## config.mk

```make
export PLATFORM = sky130hd
export DESIGN_NAME = ow_id_slave
export DESIGN_NICKNAME = d
export VERILOG_FILES = /design/src/rtl/ow_id_slave.sv
export SDC_FILE = /design/constraint.sdc
export NUM_CORES = 1
export LEC_CHECK = 0
export BUFFER_PORTS_ARGS = -buffer_cell sky130_fd_sc_hd__buf_2
export CORE_AREA = 2 2 73 75
export CTS_CLUSTER_DIAMETER = 150
export DETAILED_ROUTE_END_ITERATION = 12
export DIE_AREA = 0 0 75 77
export PLACE_DENSITY = 0.78
export SLEW_MARGIN = 30
export SYNTH_ARGS = -nofsm -noshare
export SYNTH_HDL_FRONTEND = slang
export SYNTH_SLANG_ARGS = --single-unit
```

## constraint.sdc

```tcl
create_clock -name clk -period 3.3 [get_ports clk]
set_clock_uncertainty 0.2 [all_clocks]
set_input_delay 0.165 -clock clk [delete_from_list [all_inputs] [get_ports clk]]
set_output_delay 0.165 -clock clk [all_outputs]
set_load 0.005 [all_outputs]
```

## src/rtl/ow_id_slave.sv

```systemverilog
module ow_id_slave #(
  parameter int          CLK_HZ   = 50_000_000,
  parameter logic [63:0] ID       = 64'hA7_0000_1234_5678_01,
  parameter int          RST_US   = 120,
  parameter int          PWAIT_US = 30,
  parameter int          PRES_US  = 100,
  parameter int          SLOT_US  = 30
) (
  input  logic clk,
  input  logic rst,
  input  logic line_i,
  output logic pull_o
);
  localparam int US      = CLK_HZ / 1_000_000;
  localparam int T_RST   = RST_US * US;
  localparam int T_PWAIT = PWAIT_US * US;
  localparam int T_PRES  = PRES_US * US;
  localparam int T_SLOT  = SLOT_US * US;
  localparam int CW      = $clog2(T_RST + T_PRES + T_PWAIT + 2);
  localparam logic [CW-1:0] C_RST   = CW'(T_RST - 1);
  localparam logic [CW-1:0] C_RSAT  = CW'(T_RST);
  localparam logic [CW-1:0] C_PWAIT = CW'(T_PWAIT - 1);
  localparam logic [CW-1:0] C_PRES  = CW'(T_PRES - 1);
  localparam logic [CW-1:0] C_SLOT  = CW'(T_SLOT - 1);

  typedef enum logic [2:0] {S_IDLE, S_RSTL, S_PWAIT, S_PRES, S_CMD, S_READ, S_SRCH} st_t;

  st_t           st;
  logic          s1, s2, s3, slot, pull_q;
  logic [CW-1:0] lowcnt, cnt;
  logic [5:0]    idx;
  logic [1:0]    phase;
  logic [7:0]    cmd;

  wire       fell     = s3 & ~s2;
  wire       cur_bit  = ID[idx];
  wire       send_val = (st == S_SRCH && phase == 2'd1) ? ~cur_bit : cur_bit;
  wire       sending  = (st == S_READ) || (st == S_SRCH && phase != 2'd2);
  wire       rst_hit  = !s2 && !pull_q && lowcnt == C_RST;
  wire [7:0] cmd_n    = {s2, cmd[7:1]};

  assign pull_o = pull_q;

  always_ff @(posedge clk) begin
    if (rst) begin
      s1 <= 1'b1; s2 <= 1'b1; s3 <= 1'b1;
      st <= S_IDLE; slot <= 1'b0; pull_q <= 1'b0;
      lowcnt <= '0; cnt <= '0; idx <= '0; phase <= '0; cmd <= '0;
    end else begin
      s1 <= line_i; s2 <= s1; s3 <= s2;
      lowcnt <= (s2 || pull_q) ? '0 : (lowcnt == C_RSAT ? lowcnt : lowcnt + 1'b1);
      if (rst_hit) begin
        st <= S_RSTL; pull_q <= 1'b0; slot <= 1'b0;
      end else begin
        case (st)
          S_IDLE: ;
          S_RSTL: if (s2) begin st <= S_PWAIT; cnt <= '0; end
          S_PWAIT:
            if (cnt == C_PWAIT) begin st <= S_PRES; cnt <= '0; pull_q <= 1'b1; end
            else cnt <= cnt + 1'b1;
          S_PRES:
            if (cnt == C_PRES) begin
              st <= S_CMD; pull_q <= 1'b0; idx <= '0; slot <= 1'b0;
            end else cnt <= cnt + 1'b1;
          default:
            if (fell) begin
              slot <= 1'b1; cnt <= '0; pull_q <= sending && !send_val;
            end else if (slot) begin
              cnt <= cnt + 1'b1;
              if (cnt == C_SLOT) begin
                slot <= 1'b0; pull_q <= 1'b0;
                case (st)
                  S_CMD: begin
                    cmd <= cmd_n;
                    if (idx == 6'd7) begin
                      idx <= '0; phase <= '0;
                      st <= (cmd_n == 8'h33) ? S_READ : (cmd_n == 8'hF0) ? S_SRCH : S_IDLE;
                    end else idx <= idx + 1'b1;
                  end
                  S_READ:
                    if (idx == 6'd63) st <= S_IDLE;
                    else idx <= idx + 1'b1;
                  S_SRCH:
                    if (phase != 2'd2) phase <= phase + 1'b1;
                    else begin
                      phase <= '0;
                      if (s2 != cur_bit || idx == 6'd63) st <= S_IDLE;
                      else idx <= idx + 1'b1;
                    end
                  default: ;
                endcase
              end
            end
        endcase
      end
    end
  end

  a_r2_abort_on_long_low: assert property (@(posedge clk) disable iff (rst)
    rst_hit |=> (st == S_RSTL && !pull_q));
  a_r3_quiet_before_presence: assert property (@(posedge clk) disable iff (rst)
    st == S_PWAIT |-> !pull_q);
  a_r3_presence_driven: assert property (@(posedge clk) disable iff (rst)
    st == S_PRES |-> pull_q);
  a_r5_hold_bounded: assert property (@(posedge clk) disable iff (rst)
    (pull_q && (st == S_CMD || st == S_READ || st == S_SRCH)) |-> (slot && cnt <= C_SLOT));
  a_r6_phase_range: assert property (@(posedge clk) disable iff (rst)
    st == S_SRCH |-> phase != 2'd3);
  a_r8_idle_silent: assert property (@(posedge clk) disable iff (rst)
    (st == S_IDLE && $past(st == S_IDLE)) |-> !pull_q);
endmodule

```

==> metrics.md, run 1 <==
| Metric | Value |
|---|---|
| Int Pwr | `around 800 uW` |
| Detailed Route WL | `6.146 mm` |
| F_max | `320.8 MHz` |
| CTS tree | `yes` |
| Placed instance count | `440` |
| Slew @ Worst Pin | `approximately 0.56 ns` |
| Yosys cell types | `64` |
| FFs w/ async S/R, synth | `0` |
| Met1 usage | `0.3257` |
| Worst-path maximum fanout | `7` |
| Clk pwr share | `0.344` |
| DR iter-0 viols | `approximately 190` |
| Synth-to-layout area growth | `7.348%` |
| PnR worst setup slack | `approximately 0.18 ns` |
| Rows | `26` |
| Worst-skew pair later-pin latency | `0.30 ns` |
| Core area | `approximately 5000 um^2` |
| Gr usage total | `0.2260` |
| Via/cell ratio | `slightly below 6` |
| Fraction of layout cells with a size suffix above 1 | `0.1504` |
| Residual DRC | `0` |
| Top_reg_cell synth | `dfxtp_1` |
| EDFF count, synth | `0` |
| Comb pwr share | `0.053` |
| Max Root-Sink Buffers | `2` |
| Leakage | `around 1.2 nW` |
| Worst-path clk slew | `approximately 0.1 ns` |
| Psw | `around 250 uW` |
| Crit share post-route | `0.9445` |
| R2r setup slk | `roughly 0.18 ns` |
| Io pins | `4` |
| Cell area after layout | `approximately 3300 um^2` |
| Switching Fraction | `0.2414` |
| WL/cell | `13.69 um` |
| RR Startpoint | `idx[0]` |
| # clock sinks | `52` |
| Die W | `75 um` |
| Antenna diode count | `0` |
| Filler cells | `429` |
| Nets | `roughly 400` |
| Avg Cell Area, Syn | `8.171 um^2` |
| Initial Utilization | `0.6124` |
| Crit Path Class | `register to register` |
| Slew Limit Headroom | `0.6276` |
| Drt pass-1 iters | `4` |
| Placement Setup Slack | `about 0.14 ns` |
| Largest net degree at the start of global routing | `27` |
| Sequential share of the synthesized area | `0.3415` |
| PortBufs | `3` |
| Post-DP HPWL | `between 4 and 5 mm` |
| Endpoints failing setup | `0` |
| Synth Warn # | `0` |
| Post-synthesis cell count | `373` |
| Initial antenna violation count | `0` |
| Hold Path Class | `primary input to register` |
| Max VDD drop | `about 0.0003 V` |
| Data required time at the worst endpoint | `~3.3 ns` |
| HP Start | `rst` |
| Gr ovfl total | `0` |
| Post-DRT Antenna Nets | `0` |
| Total of max-cap violations | `0` |
| Min Tclk post-route | `3.117 ns` |
| First-pass GRT wire length | `~11 mm` |
| Net Count, Synth | `385` |
| GP Congestion | `~0.88` |
| Routing usage on met2 | `0.3430` |
| Cell Area, Placed | `~3100 um^2` |
| Final slew viol count | `0` |
| Power Density | `roughly 320 nW/um^2` |
| Worst setup EP type | `register` |
| Endpoints failing hold | `0` |
| CP startpoint kind | `register` |
| Met3 Track Usage GR | `0.04074` |
| Sequential power share | `0.603` |
| Global route hottest layer | `met2` |
| DR vias | `roughly 2.6k` |
| CTS buffer count | `5` |
| Die H | `roughly 77 um` |
| Non-Filler Instances | `449` |
| H-tree depth | `2` |
| CTS Root Cell | `clkbuf_8` |
| Worst path arrival time | `~3.2 ns` |
| Vias in the first global route | `around 2.4k` |
| Status | `complete, no violations` |
| Setup bufs post-CTS | `0` |
| Yosys reg bits | `52` |
| Worst hold slack | `0.1107 ns` |
| CP startpoint | `idx[0]` |
| DIE AREA | `approximately 5800 um^2` |
| Mapped cell area | `between 3000 and 4000 um^2` |
==> Yosys cell counts (5+ instances only) <==
master,count,area share
nand2_1,32,0.039
or2_2,6,0.012
nor2_1,62,0.076
nor2b_1,7,0.014
xnor2_1,8,0.023
inv_1,10,0.012
a31oi_1,5,0.010
and3_1,11,0.023
nand4_1,9,0.018
a21oi_1,17,0.028
dfxtp_1,52,0.34
clkbuf_1,9,0.011
nand2b_1,5,0.010
nand3_1,17,0.028
ha_1,9,0.037
o21ai_0,11,0.018
xor2_1,18,0.052
mux2i_1,10,0.033
==> registers in the layout, summed over array words and instances (netlist names) <==
| register | count |
|---|---|
| cur_bit | 1 |
| cmd | 7 |
| s3 | 1 |
| phase | 2 |
| lowcnt | 14 |
| s1 | 1 |
| s2 | 1 |
| pull_o | 1 |
| cnt | 14 |
| idx | 6 |
| slot | 1 |
| st | 3 |
==> critical path, stage by stage, from the launching register on <==
cell and delay [ns]:
dfxtp_1 0.43, ha_1 0.24, nand2_1 0.11, nor2_2 0.19, o311ai_0 0.18, or2_2 0.35
nand2_2 0.15, mux2_2 0.39, ha_1 0.22, mux2_1 0.28, o21ai_1 0.15, a2bb2oi_1 0.15
==> metal layers <==
metal,wire (um),part of all wire,vias up
met4,44,0.0072,0
met5,0,0,-
met2,2832,0.46,52
met1,2992,0.49,1220
met3,277,0.045,5
li1,-,-,1317
==> metrics by stage <==
stage | power (mW) | setup TNS [ns] | util
2_1_floorplan | 0.6924 | 0 | -
3_3_place_gp | 0.7033 | 0 | 0.6325
3_5_place_dp | 0.7044 | 0 | 0.6325
4_1_cts | 1.065 | 0 | 0.6526
5_1_grt | 1.098 | -0.004343 | 0.6574
6_report | 1.056 | 0 | 0.6574
==> cells in the final DEF (no fill, tap or decap), drive strengths merged, types with 6 or more instances in the layout <==
| cell | n |
|---|---|
| a21oi | 20 |
| and3 | 12 |
| buf | 13 |
| dfxtp | 52 |
| ha | 9 |
| inv | 12 |
| mux2i | 10 |
| nand2 | 32 |
| nand3 | 17 |
| nand4 | 9 |
| nor2 | 64 |
| nor2b | 7 |
| o21ai | 12 |
| or2 | 6 |
| xnor2 | 8 |
| xor2 | 18 |
==> cells by family after synthesis <==
group | share of synthesized area
AO/OA/AOI/OAI | 0.1305
XOR/XNOR | 0.07471
adder cells (fa/ha/maj) | 0.03695
buffers and inverters | 0.03900
flip-flops | 0.3415
multiplexers | 0.05131
AND/OR/NAND/NOR | 0.3259
==> repair_timing <==
action,CTS,global route
endpoints found under the hold margin,1,0
gates resized for setup,0,6
hold buffers,1,0
setup endpoints to repair,0,1
==> layout make-up <==
class                           count  area, um^2  area share
Clock inverter                      3       21.27    0.006501
Inverter                           11       41.29     0.01262
Multi-Input combinational cell    294        1911      0.5839
Sequential cell                    52        1042      0.3185
Timing Repair Buffer               14       100.1     0.03059
Tap cell                           70       87.58     0.02677
Clock buffer                        5       68.82     0.02103
==> power groups by stage <==
stage               Clock (mW)  Combinational (mW)  Sequential (mW)
finish                   0.364              0.0555            0.637
global route             0.398              0.0617            0.638
CTS                      0.374              0.0543            0.637
detailed placement           0              0.0528            0.652
global placement             0              0.0523            0.651
floorplan                    0              0.0442            0.648
==> worst paths after layout <==
| check | endpoint | cells after the start |
|---|---|---|
| worst max-delay path | cur_bit | 11 |
| worst min-delay path | cnt[12] | 2 |
| worst max register to register | cur_bit | 11 |
| worst min register to register | s2 | 1 |
No activity file was read; power rests on OpenSTA's default activity.
==> run 2: changes to the inputs <==
--- a/config.mk
+++ b/config.mk
@@ -11,6 +11,7 @@
 export DETAILED_ROUTE_END_ITERATION = 12
 export DIE_AREA = 0 0 75 77
 export PLACE_DENSITY = 0.78
+export SETUP_SLACK_MARGIN = 0.4
 export SLEW_MARGIN = 30
 export SYNTH_ARGS = -nofsm -noshare
 export SYNTH_HDL_FRONTEND = slang
==> run 2 against run 1 <==
  * Die area unchanged
  * Wire length increased by 8.6%
  * Worst setup slack improved by 0.19 ns
  * Non-clock buffer count increased by 13
==> metrics.md, run 2 (synthesis results as in run 1) <==
| Metric | Value |
|---|---|
| Status | `complete, no violations` |
| Post-DP HPWL | `4.480 mm (-0.49%)` |
| Most frequent cells in the layout | `nor2_1, dfxtp_1, nand2_1` |
| CTS tree | `yes` |
| RR Startpoint | `cnt[0]` |
| Worst-path clk slew | `0.09 ns (about the same)` |
| Worst-path maximum fanout | `5 (-2)` |
| GP Congestion | `0.9205 (+4.6%)` |
| Drt pass-1 iters | `5 (+1)` |
| Rows | `26 (unchanged)` |
| Post-DRT Antenna Nets | `0 (unchanged)` |
| Cell area after layout | `3502 um^2 (+7.0%)` |
| Comb pwr share | `0.055 (+0.002)` |
| Via/cell ratio | `5.790 (+0.22%)` |
| Data required time at the worst endpoint | `3.30 ns (-0.03 ns)` |
| Min Tclk post-route | `2.928 ns (-0.1890 ns)` |
| Largest net degree at the start of global routing | `27 (unchanged)` |
| F_max | `341.6 MHz (+6.5%)` |
| Slew Limit Headroom | `0.6469 (+0.01936)` |
| Endpoints failing hold | `0 (unchanged)` |
| DR iter-0 viols | `157 (-19%)` |
| Filler cells | `402 (-6.3%)` |
| Io pins | `4 (unchanged)` |
| Placed instance count | `439 (-0.23%)` |
| Power Density | `307.2 nW/um^2 (-4.8%)` |
| Cell Area, Placed | `3157 um^2 (+0.28%)` |
| Setup TNS | `0 ns (unchanged)` |
| Initial Utilization | `0.6124 (unchanged)` |
| Crit Path Class | `register to register` |
| Crit share post-route | `0.8872 (-0.05728)` |
| WL/cell | `14.44 um (+5.5%)` |
| Int Pwr | `823.3 uW (+2.8%)` |
| Worst path arrival time | `2.92 ns (-0.23 ns)` |
| CP startpoint | `cnt[0]` |
| DIE AREA | `5775 um^2 (unchanged)` |
| Nets | `403 (+3.3%)` |
| Clk pwr share | `0.352 (+0.008)` |
| H-tree depth | `2 (unchanged)` |
| RSZ-0062 raised after global routing | `true` |
| Die H | `77 um (unchanged)` |
| Utilization of the core after routing | `0.7036 (+0.04625)` |
| Max Root-Sink Buffers | `2 (unchanged)` |
| Worst-skew pair later-pin latency | `0.31 ns (about the same)` |
| Leakage | `1.268 nW (+7.1%)` |
| Sequential power share | `0.593 (-0.010)` |
| Vias in the first global route | `2415 (+1.8%)` |
| Antenna diode count | `0 (unchanged)` |
| Endpoints failing setup | `0 (unchanged)` |
| Largest registers | `cnt x14, lowcnt x14, cmd x7` |
| Capturing point of the worst reg2reg path | `cur_bit` |
| Area of the multi-input gates | `2023 um^2 (+5.9%)` |
| Detailed Route WL | `6.673 mm (+8.6%)` |
| First-pass GRT wire length | `10.81 mm (+2.8%)` |
| Worst hold slack | `0.1157 ns (+0.004957 ns)` |
| Total of max-cap violations | `0 (unchanged)` |
| Residual DRC | `0 (unchanged)` |
| R2r setup slk | `0.37 ns (+0.19 ns)` |
| Sequential Area | `1059 um^2 (+1.6%)` |
| Max VDD drop | `0.0002421 V (-21%)` |
| Non-Filler Instances | `462 (+2.9%)` |
| Die W | `75 um (unchanged)` |
| CTS buffer count | `5 (unchanged)` |
| CP startpoint kind | `register` |
| Final slew viol count | `0 (unchanged)` |
| Worst setup path end | `cur_bit` |
| Fraction of layout cells with a size suffix above 1 | `0.2219 (+0.07154)` |
| Gr ovfl total | `0 (unchanged)` |
| Synth-to-layout area growth | `14.90%` |
| Commonest non-fill, non-tap cell in the layout | `nor2_1` |
| Psw | `252.4 uW (-1.0%)` |
| Core area | `4977 um^2 (unchanged)` |
| PortBufs | `3 (unchanged)` |
| Worst setup EP type | `register` |
| Gr usage total | `0.2338 (+0.007798)` |
| # clock sinks | `52 (unchanged)` |
| Switching Fraction | `0.2346 (-0.006775)` |
| Hold Path Class | `primary input to register` |
| Worst r2r path cells | `11 (unchanged)` |
| Slew @ Worst Pin | `0.5296 ns (-0.02801 ns)` |
| DR vias | `2675 (+3.1%)` |
| Initial antenna violation count | `0 (unchanged)` |
| CTS Root Cell | `clkbuf_8` |
-- run 2: cell types whose count changed in the layout (fill, tap and decap cells not counted), moves of 3 or more --
| cell | before | now |
|---|---|---|
| ha_4 | 0 | 3 |
| dfxtp_4 | 0 | 3 |
| dfxtp_2 | 1 | 5 |
| dfxtp_1 | 51 | 44 |
| buf_4 | 10 | 23 |
| ha_1 | 9 | 5 |
-- run 2: worst min-delay path by stage --
stage,start,endpoint,slack [ns],cells after the start
2_1_floorplan,line_i,s1,0.07,1
3_3_place_gp,line_i,s1,0.15,2
3_5_place_dp,line_i,s1,0.16,2
4_1_cts,rst,phase[1],0.09,2
5_1_grt,rst,cmd[3],0.13,2
6_report,rst,idx[1],0.12,2
-- run 2: power groups by stage --
stage,combinational (mW),sequential [mW],clock (mW)
CTS,0.0543,0.639,0.389
finish,0.0589,0.638,0.379
global route,0.0649,0.639,0.408
floorplan,0.0444,0.648,0
global placement,0.0515,0.653,0
detailed placement,0.0525,0.653,0
-- run 2: cell type report --
class / count / share of cell area
Clock buffer: 7 / 0.02465
Multi-Input combinational cell: 294 / 0.5777
Timing Repair Buffer: 27 / 0.05645
Inverter: 11 / 0.01179
Clock inverter: 1 / 0.002144
Tap cell: 70 / 0.02501
Sequential cell: 52 / 0.3023
-- run 2: worst max-delay path: stages (launching register included) --
cell	delay, ns
dfxtp_4	0.37
ha_4	0.14
nor4b_4	0.19
and4_4	0.27
a22oi_2	0.12
or3_4	0.46
o31ai_1	0.35
a21o_1	0.24
inv_2	0.08
mux2i_1	0.16
o32ai_1	0.09
a2bb2oi_1	0.14
-- run 2: layer usage --
| metal | vias up | part of all wire | GRT usage | wire [um] |
|---|---|---|---|---|
| met1 | 1254 | 0.46 | 0.3065 | 3045 |
| met3 | 16 | 0.036 | 0.04336 | 241 |
| met2 | 62 | 0.49 | 0.3798 | 3264 |
| met4 | 0 | 0.018 | 0.07857 | 121 |
| li1 | 1343 | - | - | - |
| met5 | - | 0 | 0 | 0 |
-- run 2: through the flow --
stage	power (mW)	setup slack, ns
final	1.076	0.3722
after global routing	1.112	0.2939
after CTS	1.083	0.3741
after detailed placement	0.7052	0.1295
after global placement	0.7040	0.2858
after floorplan	0.6926	0.4233
-- run 2: what timing repair did --
action                                 CTS  global route
resized for setup                       16            17
buffers inserted                         6             8
setup endpoints to repair                1             1
pin swaps                                6            11
hold buffers                             1             0
endpoints found under the hold margin    1             0
==> run 3: changes to the inputs <==
--- a/config.mk
+++ b/config.mk
@@ -6,11 +6,11 @@
 export NUM_CORES = 1
 export LEC_CHECK = 0
 export BUFFER_PORTS_ARGS = -buffer_cell sky130_fd_sc_hd__buf_2
-export CORE_AREA = 2 2 73 75
+export CORE_AREA = 2 2 78 80
 export CTS_CLUSTER_DIAMETER = 150
 export DETAILED_ROUTE_END_ITERATION = 12
-export DIE_AREA = 0 0 75 77
-export PLACE_DENSITY = 0.78
+export DIE_AREA = 0 0 80 82
+export PLACE_DENSITY = 0.69
 export SETUP_SLACK_MARGIN = 0.4
 export SLEW_MARGIN = 30
 export SYNTH_ARGS = -nofsm -noshare
==> run 3 against run 2 <==
  * Worst hold slack better by 0.0029 ns
  * Sequential power is essentially flat
  * Combinational power about the same
  * Maximum frequency up 1.3%
  * Worst setup slack improved by 0.038 ns
  * Critical path depth is the same
  * Total power increased by 1.9%
  * Largest cell class unchanged
==> metrics.md, run 3 (synthesis results as in run 1) <==
| Metric | Value |
|---|---|
| Crit Path Class | `register to register` |
| Fraction of layout cells with a size suffix above 1 | `0.2469 (+0.02491)` |
| First-pass GRT wire length | `11.12 mm (+2.9%)` |
| Worst stage delay on the critical path | `0.39 ns (-0.07 ns)` |
| Crit share post-route | `0.8757 (-0.01156)` |
| CP startpoint kind | `register` |
| Core area | `5746 um^2 (+15%)` |
| PortBufs | `3 (unchanged)` |
| Vias in the first global route | `2485 (+2.9%)` |
| Total of max-cap violations | `0 (unchanged)` |
| Worst-path maximum fanout | `4 (-1)` |
| Data required time at the worst endpoint | `3.35 ns (+0.05 ns)` |
| Met1 Routed Length | `3.208 mm (+5.4%)` |
| Largest registers | `cnt x14, lowcnt x14, cmd x7` |
| Final slew viol count | `0 (unchanged)` |
| Highest metal used | `met4` |
| HP Start | `rst` |
| Worst setup EP type | `register` |
| WP buf/inv | `0 (-1)` |
| RR Startpoint | `idx[1]` |
| WL met2 | `3.391 mm (+3.9%)` |
| Slowest CP cell | `dfxtp_2` |
| DR iter-0 viols | `144 (-8.3%)` |
| Initial antenna violation count | `0 (unchanged)` |
| CP startpoint | `idx[1]` |
| DIE AREA | `6560 um^2 (+14%)` |
| F_max | `346.1 MHz (+1.3%)` |
| H-tree depth | `2 (unchanged)` |
| Endpoints failing hold | `0 (unchanged)` |
| Worst-path clk slew | `0.11 ns (+0.02 ns)` |
| Slew Limit Headroom | `0.6321 (-0.01481)` |
| Residual DRC | `0 (unchanged)` |
| Detailed Route WL | `6.865 mm (+2.9%)` |
| Rows | `28 (+7.7%)` |
| Gr usage total | `0.2127 (-0.02106)` |
| RSZ-0062 raised after global routing | `true` |
| Drt pass-1 iters | `4 (-1)` |
| Antenna diode count | `0 (unchanged)` |
| # clock sinks | `52 (unchanged)` |
| Power Total | `1.096 mW (+1.9%)` |
| DR vias | `2653 (-0.82%)` |
| Initial Utilization | `0.5305 (-0.08188)` |
| Post-DP HPWL | `4.585 mm (+2.4%)` |
| Max Root-Sink Buffers | `2 (unchanged)` |
| Gr ovfl total | `0 (unchanged)` |
| Nets | `408 (+1.2%)` |
| Power Density | `306.2 nW/um^2 (-0.31%)` |
| GP Congestion | `0.8244 (-10%)` |
| Commonest non-fill, non-tap cell in the layout | `nor2_1` |
| Max VDD drop | `0.0001858 V (-23%)` |
| CTS Root Cell | `clkbuf_8` |
| Min Tclk post-route | `2.890 ns (-0.03815 ns)` |
| Io pins | `4 (unchanged)` |
| Largest net degree at the start of global routing | `27 (unchanged)` |
| Endpoints failing setup | `0 (unchanged)` |
| Met3 wire len | `191 um (-21%)` |
| Filler cells | `506 (+26%)` |
| Hold Path Class | `primary input to register` |
| Die H | `82 um (+6.5%)` |
| Setup TNS | `0 ns (unchanged)` |
| Status | `complete, no violations` |
| Worst path arrival time | `2.94 ns (+0.02 ns)` |
| Most frequent cells in the layout | `nor2_1, dfxtp_1, nand2_1` |
| WL/cell | `14.54 um (+0.70%)` |
| Worst-skew pair later-pin latency | `0.31 ns (about the same)` |
| Post-DRT Antenna Nets | `0 (unchanged)` |
| Top cell family by delay on the critical path | `simple AND/OR/NAND/NOR gates` |
| Die W | `80 um (+6.7%)` |
| Synth-to-layout area growth | `17.41%` |
| CP Cell Sequence | `ha_2, nand2_1, nor2_4, o311ai_2, or2_2, nand2_2, mux2_4, ha_2, mux2_4, o21ai_2, a2bb2oi_1` |
| Leakage | `1.315 nW (+3.7%)` |
| Slew @ Worst Pin | `0.5518 ns (+0.02222 ns)` |
| Via/cell ratio | `5.621 (-2.9%)` |
| CTS buffer count | `5 (unchanged)` |
| CTS tree | `yes` |
run 3: metrics by stage:
stage	utilization	area (um^2)	setup WS [ns]	std cells	hold slack, ns
2_1_floorplan	-	3064	0.4233	373	0.06881
3_3_place_gp	0.5518	3171	0.2773	445	0.1487
3_5_place_dp	0.5518	3171	0.1887	445	0.1681
4_1_cts	0.5921	3402	0.4064	463	0.1046
5_1_grt	0.6228	3578	0.2322	472	0.1315
6_report	0.6228	3578	0.4103	472	0.1186
run 3: timing repair:
item                       4_1_cts  5_1_grt
buffers inserted                 9        9
pin swaps                        8       18
gates resized for setup         16       24
hold endpoints to repair         1        0
setup endpoints to repair        1        6
hold buffers                     1        0
run 3: power breakdown:
part	switching (mW)	total [mW]	internal (mW)
registers	0.00650	0.638	0.631
logic	0.0381	0.0588	0.0207
clock network	0.239	0.399	0.160
total	0.284	1.10	0.812
run 3: path summary, 6_finish.rpt:
path | to | slack (ns) | depth (start not counted)
max reg2reg | cur_bit | 0.41 | 11
min | cnt[1] | 0.12 | 2
min reg2reg | s2 | 0.22 | 1
max | cur_bit | 0.41 | 11
run 3: layer usage:
layer | vias to the layer above | track usage
li1 | 1349 | -
met3 | 7 | 0.03956
met1 | 1255 | 0.2724
met5 | - | 0
met4 | 0 | 0.05763
met2 | 42 | 0.3683
run 3: cell type report:
cell class	count	area (um^2)	share of cell area
Sequential cell	52	1059	0.2958
Clock inverter	3	33.78	0.009441
Clock buffer	5	68.82	0.01923
Multi-Input combinational cell	294	2043	0.5710
Timing Repair Buffer	32	239.0	0.06678
Tap cell	75	93.84	0.02622
Inverter	11	41.29	0.01154
